### config.mk
export PLATFORM = sky130hd
export DESIGN_NAME = ifs_frame_sync
export DESIGN_NICKNAME = d
export VERILOG_FILES = /design/src/rtl/ifs_pkg.sv /design/src/rtl/ifs_word_class.sv /design/src/rtl/ifs_frame_fsm.sv /design/src/rtl/ifs_flag_gen.sv /design/src/rtl/ifs_frame_sync.sv
export SDC_FILE = /design/constraint.sdc
export NUM_CORES = 1
export LEC_CHECK = 0
export ABC_AREA = 1
export BUFFER_PORTS_ARGS = -buffer_cell sky130_fd_sc_hd__clkbuf_2
export CAP_MARGIN = 5
export CELL_PAD_IN_SITES_DETAIL_PLACEMENT = 1
export CELL_PAD_IN_SITES_GLOBAL_PLACEMENT = 1
export CORE_ASPECT_RATIO = 0.7
export CORE_UTILIZATION = 31
export CTS_BUF_LIST = sky130_fd_sc_hd__clkbuf_8
export CTS_CLUSTER_SIZE = 24
export DETAILED_ROUTE_END_ITERATION = 16
export PLACE_DENSITY_LB_ADDON = 0.1
export SLEW_MARGIN = 15
export SYNTH_ARGS = -nofsm -noshare
export SYNTH_HDL_FRONTEND = slang
export SYNTH_SLANG_ARGS = --single-unit
### constraint.sdc
create_clock -name clk -period 2.05 [get_ports clk]
set_clock_uncertainty 0.2 [all_clocks]
set_input_delay 0 -clock clk [delete_from_list [all_inputs] [get_ports clk]]
set_output_delay 0 -clock clk [all_outputs]
set_load 0.01 [all_outputs]
### src/rtl/ifs_pkg.sv
package ifs_pkg;

    localparam logic [63:0] SYNC_WORD = 64'h78F6_78F6_78F6_78F6;
    localparam logic [5:0]  TYPE_SCR  = 6'b001010;
    localparam logic [5:0]  TYPE_SKIP = 6'b000111;
    localparam logic [5:0]  TYPE_DIAG = 6'b011001;
    localparam logic [57:0] SKIP_BODY = {2'b10, 56'h1E1E1E1E1E1E1E};

    typedef enum logic [1:0] {
        ST_SEARCH = 2'd0,
        ST_VERIFY = 2'd1,
        ST_LOCKED = 2'd2
    } fs_state_e;

    typedef struct packed {
        logic is_sync;
        logic is_skip;
        logic skip_ok;
        logic is_diag;
        logic is_scr;
    } word_class_t;

endpackage

### src/rtl/ifs_word_class.sv
module ifs_word_class
    import ifs_pkg::*;
(
    input  logic        ctrl,
    input  logic [63:0] data,
    output word_class_t cls
);
    logic [5:0] tcode;

    always_comb begin
        tcode       = data[63:58];
        cls.is_sync = ctrl && (data == SYNC_WORD);
        cls.is_skip = ctrl && (tcode == TYPE_SKIP);
        cls.skip_ok = ctrl && (tcode == TYPE_SKIP) && (data[57:0] == SKIP_BODY);
        cls.is_diag = ctrl && (tcode == TYPE_DIAG);
        cls.is_scr  = ctrl && (tcode == TYPE_SCR);
    end
endmodule

### src/rtl/ifs_frame_fsm.sv
module ifs_frame_fsm
    import ifs_pkg::*;
#(
    parameter int MF_LEN     = 8,
    parameter int LOCK_CNT   = 4,
    parameter int UNLOCK_CNT = 4
) (
    input  logic                        clk,
    input  logic                        rst_n,
    input  logic                        blk_lock,
    input  logic                        word_valid,
    input  logic                        is_sync,
    output fs_state_e                   state,
    output logic [$clog2(MF_LEN)-1:0]   pos,
    output logic                        frame_lock
);
    localparam int PW = $clog2(MF_LEN);
    localparam int GW = $clog2(LOCK_CNT + 1);
    localparam int BW = $clog2(UNLOCK_CNT + 1);
    localparam logic [PW-1:0] POS_LAST = PW'(MF_LEN - 1);

    fs_state_e     state_nxt;
    logic [PW-1:0] pos_nxt, pos_inc;
    logic [GW-1:0] good_q, good_nxt;
    logic [BW-1:0] miss_q, miss_nxt;

    // state register
    always_ff @(posedge clk) begin
        if (!rst_n) begin
            state  <= ST_SEARCH;
            pos    <= '0;
            good_q <= '0;
            miss_q <= '0;
        end else begin
            state  <= state_nxt;
            pos    <= pos_nxt;
            good_q <= good_nxt;
            miss_q <= miss_nxt;
        end
    end

    // next state
    always_comb begin
        pos_inc   = (pos == POS_LAST) ? '0 : pos + 1'b1;
        state_nxt = state;
        pos_nxt   = pos;
        good_nxt  = good_q;
        miss_nxt  = miss_q;
        if (!blk_lock) begin
            state_nxt = ST_SEARCH;
            pos_nxt   = '0;
            good_nxt  = '0;
            miss_nxt  = '0;
        end else if (word_valid) begin
            unique case (state)
                ST_SEARCH: begin
                    if (is_sync) begin
                        state_nxt = ST_VERIFY;
                        pos_nxt   = PW'(1);
                        good_nxt  = GW'(1);
                    end
                end
                ST_VERIFY: begin
                    pos_nxt = pos_inc;
                    if (pos == '0) begin
                        if (!is_sync) begin
                            state_nxt = ST_SEARCH;
                            pos_nxt   = '0;
                            good_nxt  = '0;
                        end else if (good_q == GW'(LOCK_CNT - 1)) begin
                            state_nxt = ST_LOCKED;
                            good_nxt  = '0;
                            miss_nxt  = '0;
                        end else begin
                            good_nxt = good_q + 1'b1;
                        end
                    end
                end
                ST_LOCKED: begin
                    pos_nxt = pos_inc;
                    if (pos == '0) begin
                        if (is_sync) begin
                            miss_nxt = '0;
                        end else if (miss_q == BW'(UNLOCK_CNT - 1)) begin
                            state_nxt = ST_SEARCH;
                            pos_nxt   = '0;
                            miss_nxt  = '0;
                        end else begin
                            miss_nxt = miss_q + 1'b1;
                        end
                    end
                end
                default: state_nxt = ST_SEARCH;
            endcase
        end
    end

    // outputs
    always_comb frame_lock = (state == ST_LOCKED);
endmodule

### src/rtl/ifs_flag_gen.sv
module ifs_flag_gen
    import ifs_pkg::*;
#(
    parameter int MF_LEN = 8
) (
    input  logic                      clk,
    input  logic                      rst_n,
    input  logic                      blk_lock,
    input  logic                      word_valid,
    input  logic                      locked,
    input  logic [$clog2(MF_LEN)-1:0] pos,
    input  word_class_t               cls,
    input  logic [1:0]                diag_st,
    output logic                      sync_err,
    output logic                      skip_ins,
    output logic                      pyld_ins,
    output logic                      skip_err,
    output logic                      diag_err,
    output logic [1:0]                lane_status
);
    localparam int PW = $clog2(MF_LEN);
    localparam logic [PW-1:0] POS_SYNC = PW'(0);
    localparam logic [PW-1:0] POS_SKIP = PW'(2);
    localparam logic [PW-1:0] POS_DIAG = PW'(MF_LEN - 1);

    logic chk;
    always_comb chk = word_valid && locked;

    always_ff @(posedge clk) begin
        if (!rst_n) begin
            sync_err    <= 1'b0;
            skip_ins    <= 1'b0;
            pyld_ins    <= 1'b0;
            skip_err    <= 1'b0;
            diag_err    <= 1'b0;
            lane_status <= 2'b00;
        end else if (!blk_lock) begin
            sync_err <= 1'b1;
            skip_err <= 1'b1;
            diag_err <= 1'b1;
            skip_ins <= 1'b0;
            pyld_ins <= 1'b0;
        end else begin
            sync_err <= chk && (pos == POS_SYNC) && !cls.is_sync;
            skip_ins <= chk && (pos != POS_SKIP) && cls.is_skip;
            pyld_ins <= chk && (pos == POS_SKIP) && !cls.is_skip;
            skip_err <= chk && (pos == POS_SKIP) && cls.is_skip && !cls.skip_ok;
            diag_err <= chk && (pos == POS_DIAG) && !cls.is_diag;
            if (chk && (pos == POS_DIAG) && cls.is_diag)
                lane_status <= diag_st;
        end
    end
endmodule

### src/rtl/ifs_frame_sync.sv
module ifs_frame_sync
    import ifs_pkg::*;
#(
    parameter int MF_LEN     = 8,
    parameter int LOCK_CNT   = 4,
    parameter int UNLOCK_CNT = 4
) (
    input  logic        clk,
    input  logic        rst_n,
    input  logic        blk_lock,
    input  logic        word_valid,
    input  logic        word_ctrl,
    input  logic [63:0] word_data,
    output logic        frame_lock,
    output logic        sync_err,
    output logic        skip_ins,
    output logic        pyld_ins,
    output logic        skip_err,
    output logic        diag_err,
    output logic [1:0]  lane_status
);
    localparam int PW = $clog2(MF_LEN);

    word_class_t   cls;
    fs_state_e     state;
    logic [PW-1:0] pos;
    logic          unused_scr;

    ifs_word_class u_class (
        .ctrl (word_ctrl),
        .data (word_data),
        .cls  (cls)
    );

    assign unused_scr = cls.is_scr;

    ifs_frame_fsm #(
        .MF_LEN     (MF_LEN),
        .LOCK_CNT   (LOCK_CNT),
        .UNLOCK_CNT (UNLOCK_CNT)
    ) u_fsm (
        .clk        (clk),
        .rst_n      (rst_n),
        .blk_lock   (blk_lock),
        .word_valid (word_valid),
        .is_sync    (cls.is_sync),
        .state      (state),
        .pos        (pos),
        .frame_lock (frame_lock)
    );

    ifs_flag_gen #(
        .MF_LEN (MF_LEN)
    ) u_flags (
        .clk         (clk),
        .rst_n       (rst_n),
        .blk_lock    (blk_lock),
        .word_valid  (word_valid),
        .locked      (state == ST_LOCKED),
        .pos         (pos),
        .cls         (cls),
        .diag_st     (word_data[33:32]),
        .sync_err    (sync_err),
        .skip_ins    (skip_ins),
        .pyld_ins    (pyld_ins),
        .skip_err    (skip_err),
        .diag_err    (diag_err),
        .lane_status (lane_status)
    );
endmodule

==> metrics, run 1 <==
Final Max Tran Viols=0; WP data required=2040 ps; slew margin rel.=0.695; Placed Area=2160 um2; Crit Path Max Fanout=9; reg-to-reg setup timing slack=170 ps; Fmax=0.525 GHz; CTS tree=built; initial drt markers=78; Critical Path AT=1900 ps; cells after synthesis=287; diode count=0; Mapped Area=1680 um2; share of layout cells above drive strength 1=0.256; worst reg2reg endpoint=u_fsm.miss_q[1]; final core occ=0.445; gr ovfl total=0; CP bufs+invs=3; CP Cell Sequence=dlygate4sd3_1 -> clkbuf_2 -> nand3b_1 -> nor2_1 -> nand2_1 -> nor2_2 -> nand3_4 -> o21ai_4 -> nand2_2 -> o21ai_1 -> inv_1 -> nor2_1; # rows=22; worst r2r path cells=9; worst r2r src=u_fsm.state[1]; VDD IR max=0.279 mV; first-pass GRT wire length=9450 um; deepest clock path buffer count=2; Worst-path clk slew=70 ps; Sink Count=18; DRC Markers=0; number of fill cells=755; commonest non-fill, non-tap cell in the layout=clkbuf_2; Final setup viols=0; most used cell, CP=nor2_1; Place WS=181 ps; Vias=2097; die width=90.0 um; fin cells=451; slowest cell on the critical path=dlygate4sd3_1; worst-case hold path end point=u_flags.skip_err; Leakage=1.13 nW; Slew @ Worst Pin=453 ps; WL/cell=12.3 um; Final Cell Area=2330 um2; total power=0.832 mW; vias in the first global route=2074; worst hold path class=input port to flop; DR vias/cell=4.65; critical path launch point type=input port; crit share post-route=0.930; hold path start=word_data[15]; Synth Area per Inst=5.85 um2; Port-buffer cells=76; number of nets in the layout=459; worst skew pair latency=260 ps; Crit path depth=12; post-route setup TNS=0 ps; hold depth=5; Antenna Violating Nets Remaining=0; CP startpoint=word_ctrl; slowest stage delay, CP=530 ps; RSZ-0062 raised after global routing=yes; total CTS buffers=3; status=complete, no violations; Layout area overhead=38.4%; first drt pass iteration count=4; most frequent cells in the layout=clkbuf_2, nand2_1, nor2_1, inv_1, dfxtp_1; full die area=5720 um2; core area=5230 um2; Tot GR Track Use=0.205; Crit. End Element=flop; Netlist cell types=27; gpl congestion=0.792; H-tree Lvls=1; critical path class=input port to flop; final wirelength=5560 um; Max Cap Violations=0; Die Ht=63.6 um; Seq/Total Area, Yosys=0.214; Yosys reg bits=18; Tmin final=1910 ps; pwr/cell area=358 nW/um2; largest net degree at the start of global routing=11; setup ws final=144 ps; Hold Slack=9.67 ps; Ports=77; Final HPWL DP=4790 um; placed cells=436; initial core utilization=0.321; initial antenna violation count=0; critical path's top delay family=simple AND/OR/NAND/NOR gates; Syn. warnings=0; syn_nets=366; Root Buffer=clkbuf_8; final hold vios=0
==> report_power, final <==
group | switching (mW) | internal [mW]
Clock | 0.132 | 0.171
Combinational | 0.0927 | 0.0827
Sequential | 0.000889 | 0.353
==> flip-flops by register name (all words and copies together) (netlist names) <==
signal and count:
u_fsm.good_q 3, u_fsm.miss_q 3, u_fsm.pos 3, u_flags.lane_status 2, u_fsm.state 2, u_flags.diag_err 1
u_flags.pyld_ins 1, u_flags.skip_err 1, u_flags.skip_ins 1, u_flags.sync_err 1
==> worst register-to-register path, delay by kind of cell (launching register included) <==
kind / cells / cell delay (ps)
compound gates: 2 / 270
flops: 1 / 380
fa+ha+maj: 1 / 270
buf+inv: 2 / 140
simple gates: 4 / 540
==> layout make-up <==
type / count / area [um2] / share of cell area
clock buffers: 4 / 55.1 / 0.0237
well taps: 72 / 90.1 / 0.0387
multi-input cells: 213 / 1110 / 0.479
flip-flops and latches: 18 / 360 / 0.155
inverters: 56 / 210 / 0.0904
repair buffers: 88 / 495 / 0.213
==> what timing repair did <==
item,in CTS,in global routing
resized for setup,0,4
hold endpoints to repair,14,0
hold buffers,10,0
setup endpoints to repair,0,6
setup buffers,0,1
==> cell families after synthesis <==
| family | synth area share |
|---|---|
| buffers and inverters | 0.125 |
| adder cells (fa/ha/maj) | 0.0745 |
| AO/OA/AOI/OAI | 0.0871 |
| flip-flops | 0.214 |
| AND/OR/NAND/NOR | 0.499 |
==> layer usage <==
layer / share of wire / vias up / wire, um / global-route usage
li1: - / 1101 / - / -
met1: 0.53 / 944 / 2950 / 0.291
met2: 0.41 / 50 / 2260 / 0.318
met3: 0.058 / 2 / 321 / 0.0531
met4: 0.0038 / 0 / 21 / 0.0242
met5: 0 / - / 0 / 0
==> Yosys cell counts <==
library cell   n  area (um2)
nor4_1         7        43.8
o211ai_1       1        7.51
o21ai_0        4        20.0
nand2_4        1        11.3
inv_1         56         210
o21ai_1        1        5.00
nand2_2        1        6.26
nand3b_1       3        22.5
a211oi_1       3        22.5
nor3_1         8        40.0
nor4b_1        2        17.5
ha_1          10         125
dfxtp_1       18         360
nand3_2        2        20.0
nand4_1       13        81.3
a21oi_1        9        45.0
o2111ai_1      1        8.76
o31ai_1        1        7.51
a31oi_1        1        6.26
nor3_2         1        10.0
nand2_1       66         248
nand3_1       10        50.1
o21a_1         1        7.51
nor2_2         5        31.3
nand3_4        2        35.0
o21ai_4        1        16.3
nor2_1        59         221
==> worst max path at each step <==
stage / to
after floorplan: u_fsm.miss_q[0]
after global placement: u_fsm.miss_q[0]
after detailed placement: u_fsm.miss_q[1]
after CTS: u_fsm.miss_q[1]
after global routing: u_fsm.miss_q[1]
final: u_fsm.miss_q[1]
(Power assumes the default switching activity.)
==> run 2: changes to the inputs <==
ABC_AREA = 0   (was 1)
==> metrics, run 2 <==
final wirelength=4550 um (-18%); worst hold path class=input port to flop; Root Buffer=clkbuf_8; worst skew pair latency=260 ps (about the same); DR vias/cell=5.02 (+7.9%); Tmin final=1960 ps (+58.5 ps); total power=0.797 mW (-4.3%); placed cells=304 (-30%); Final Max Tran Viols=0 (unchanged); hold path start=word_ctrl; Vias=1606 (-23%); top cell type's share of synthesized area=0.266 (+0.0520); number of fill cells=530 (-30%); critical path launch point type=flop; status=complete, no violations; Crit. End Element=flop; number of nets in the layout=348 (-24%); Slew @ Worst Pin=453 ps (+0.648 ps); Final HPWL DP=3830 um (-20%); most common library cells after synthesis=nand2_1, dfxtp_1, nor2_1, ha_1, inv_1; Tot GR Track Use=0.220 (+0.0153); Crit Path Max Fanout=3 (-6); final core occ=0.523 (+0.0785); full die area=4640 um2 (-19%); Leakage=0.936 nW (-17%); core area=4040 um2 (-23%); syn_nets=240 (-34%); asr flop ratio synth=0 (unchanged); Layout area overhead=56.3%; worst r2r src=u_fsm.state[1]; count leader, synth=nand2_1; first drt pass iteration count=4 (unchanged); slew margin rel.=0.695 (about the same); Port-buffer cells=76 (unchanged); Sink Count=18 (unchanged); total CTS buffers=3 (unchanged); Synth area leaders=dfxtp_1, ha_1, nand2_1; largest net degree at the start of global routing=12 (+1); DRC Markers=0 (unchanged); Synth Area per Inst=8.40 um2 (+43%); Antenna Violating Nets Remaining=0 (unchanged); Max Cap Violations=0 (unchanged); Final setup viols=0 (unchanged); commonest non-fill, non-tap cell in the layout=clkbuf_2; most frequent cells in the layout=clkbuf_2, nand2_1, buf_4, dfxtp_1, nor2_1; worst reg2reg endpoint=u_fsm.state[0]; crit share post-route=0.958 (+0.0285); Worst-path clk slew=80 ps (about the same); Mapped Area=1350 um2 (-20%); final hold vios=0 (unchanged); gpl congestion=0.776 (-2.1%); Yosys reg bits=18 (unchanged); worst-case hold path end point=u_flags.skip_ins; Seq/Total Area, Yosys=0.266 (+0.0520); EDFF count, synth=0 (unchanged); die width=81.0 um (-10%); critical path class=flop to flop; Netlist cell types=44 (+63%); diode count=0 (unchanged); reg-to-reg setup timing slack=90 ps (-80 ps); worst r2r path cells=8 (-1); Critical Path AT=1950 ps (+50 ps); fin cells=320 (-29%); Die Ht=57.3 um (-10%); area leader, netlist=dfxtp_1; cells after synthesis=161 (-44%); Largest regs=u_fsm.good_q (3), u_fsm.miss_q (3), u_fsm.pos (3); initial drt markers=51 (-35%); Placed Area=1920 um2 (-11%); first-pass GRT wire length=7710 um (-18%); CTS tree=built; initial antenna violation count=0 (unchanged); setup ws final=85.2 ps (-58.5 ps); Syn. warnings=0 (unchanged); hold depth=4 (-1); deepest clock path buffer count=2 (unchanged); vias in the first global route=1698 (-18%); initial core utilization=0.335 (+0.0134); H-tree Lvls=1 (unchanged); WL/cell=14.2 um (+15%); Final Cell Area=2110 um2 (-9.1%); # rows=19 (-14%); share of layout cells above drive strength 1=0.429 (+0.173); RSZ-0062 raised after global routing=yes; Most used DFF post-synth=dfxtp_1; WP data required=2040 ps (about the same); Place WS=-174 ps (-355 ps); VDD IR max=0.232 mV (-17%); gr ovfl total=0 (unchanged); pwr/cell area=377 nW/um2 (+5.3%); Fmax=0.509 GHz (-3.0%); Ports=77 (unchanged)
[run 2: logic make-up after synthesis]
| group | Yosys count | share of synthesized area |
|---|---|---|
| muxes | 7 | 0.0527 |
| AOI/OAI and AO/OA | 23 | 0.119 |
| DFF | 18 | 0.266 |
| and+or+nand+nor | 93 | 0.436 |
| adders and majority gates | 10 | 0.0925 |
| buffers and inverters | 10 | 0.0333 |
[run 2: area by class of cell]
cell class                 count  area [um2]  area share
sequential                    18         363       0.172
tap                           52        65.1      0.0308
clock buffer                   4        55.1      0.0260
multi-input combinational    133         978       0.463
timing repair buffer         105         623       0.295
inverter                       8        30.0      0.0142
[run 2: power breakdown]
group	internal, mW	leakage, nW	switching [mW]
sequential	0.352	0.147	0.000667
combinational	0.0805	0.760	0.0566
clock	0.171	0.0288	0.136
total	0.604	0.936	0.193
[run 2: worst max-delay path by stage]
| stage | startpoint | to | slack [ps] |
|---|---|---|---|
| 6_report | u_fsm.state[1] | u_fsm.state[0] | 90 |
| 5_1_grt | u_fsm.state[1] | u_fsm.state[0] | -10 |
| 4_1_cts | u_fsm.state[1] | u_fsm.state[0] | 30 |
| 3_5_place_dp | word_data[10] | u_fsm.miss_q[1] | -170 |
| 3_3_place_gp | word_data[10] | u_fsm.miss_q[1] | -100 |
| 2_1_floorplan | u_fsm.state[0] | u_fsm.state[0] | 30 |
[run 2: critical path, stage by stage (launching register included)]
cell and delay (ps):
dfxtp_2 330, buf_4 130, ha_2 180, nor2_4 100
o21ai_2 70, a211o_1 280, or3_1 330, nand2_1 90
mux2i_1 180
[run 2: through the flow]
step | hold slack (ps) | TNS [ps]
after CTS | 0.284 | 0
final | 4.65 | 0
after detailed placement | 87.9 | -925
after floorplan | -93.8 | 0
after global placement | 74.8 | -471
after global routing | 30.9 | -13.8
[run 2: layer usage]
metal  GRT usage  up-vias  wire length, um
met4      0.0791        0               95
li1            -      826                -
met2       0.353       37             2040
met1       0.293      735             2250
met5           0        -                0
met3      0.0432        8              160
[run 2: repair_timing]
item,CTS,global route
pin swaps,0,2
resized for setup,4,8
hold buffers,10,0
setup endpoints to repair,1,7
buffers inserted,0,2
hold endpoints to repair,9,0
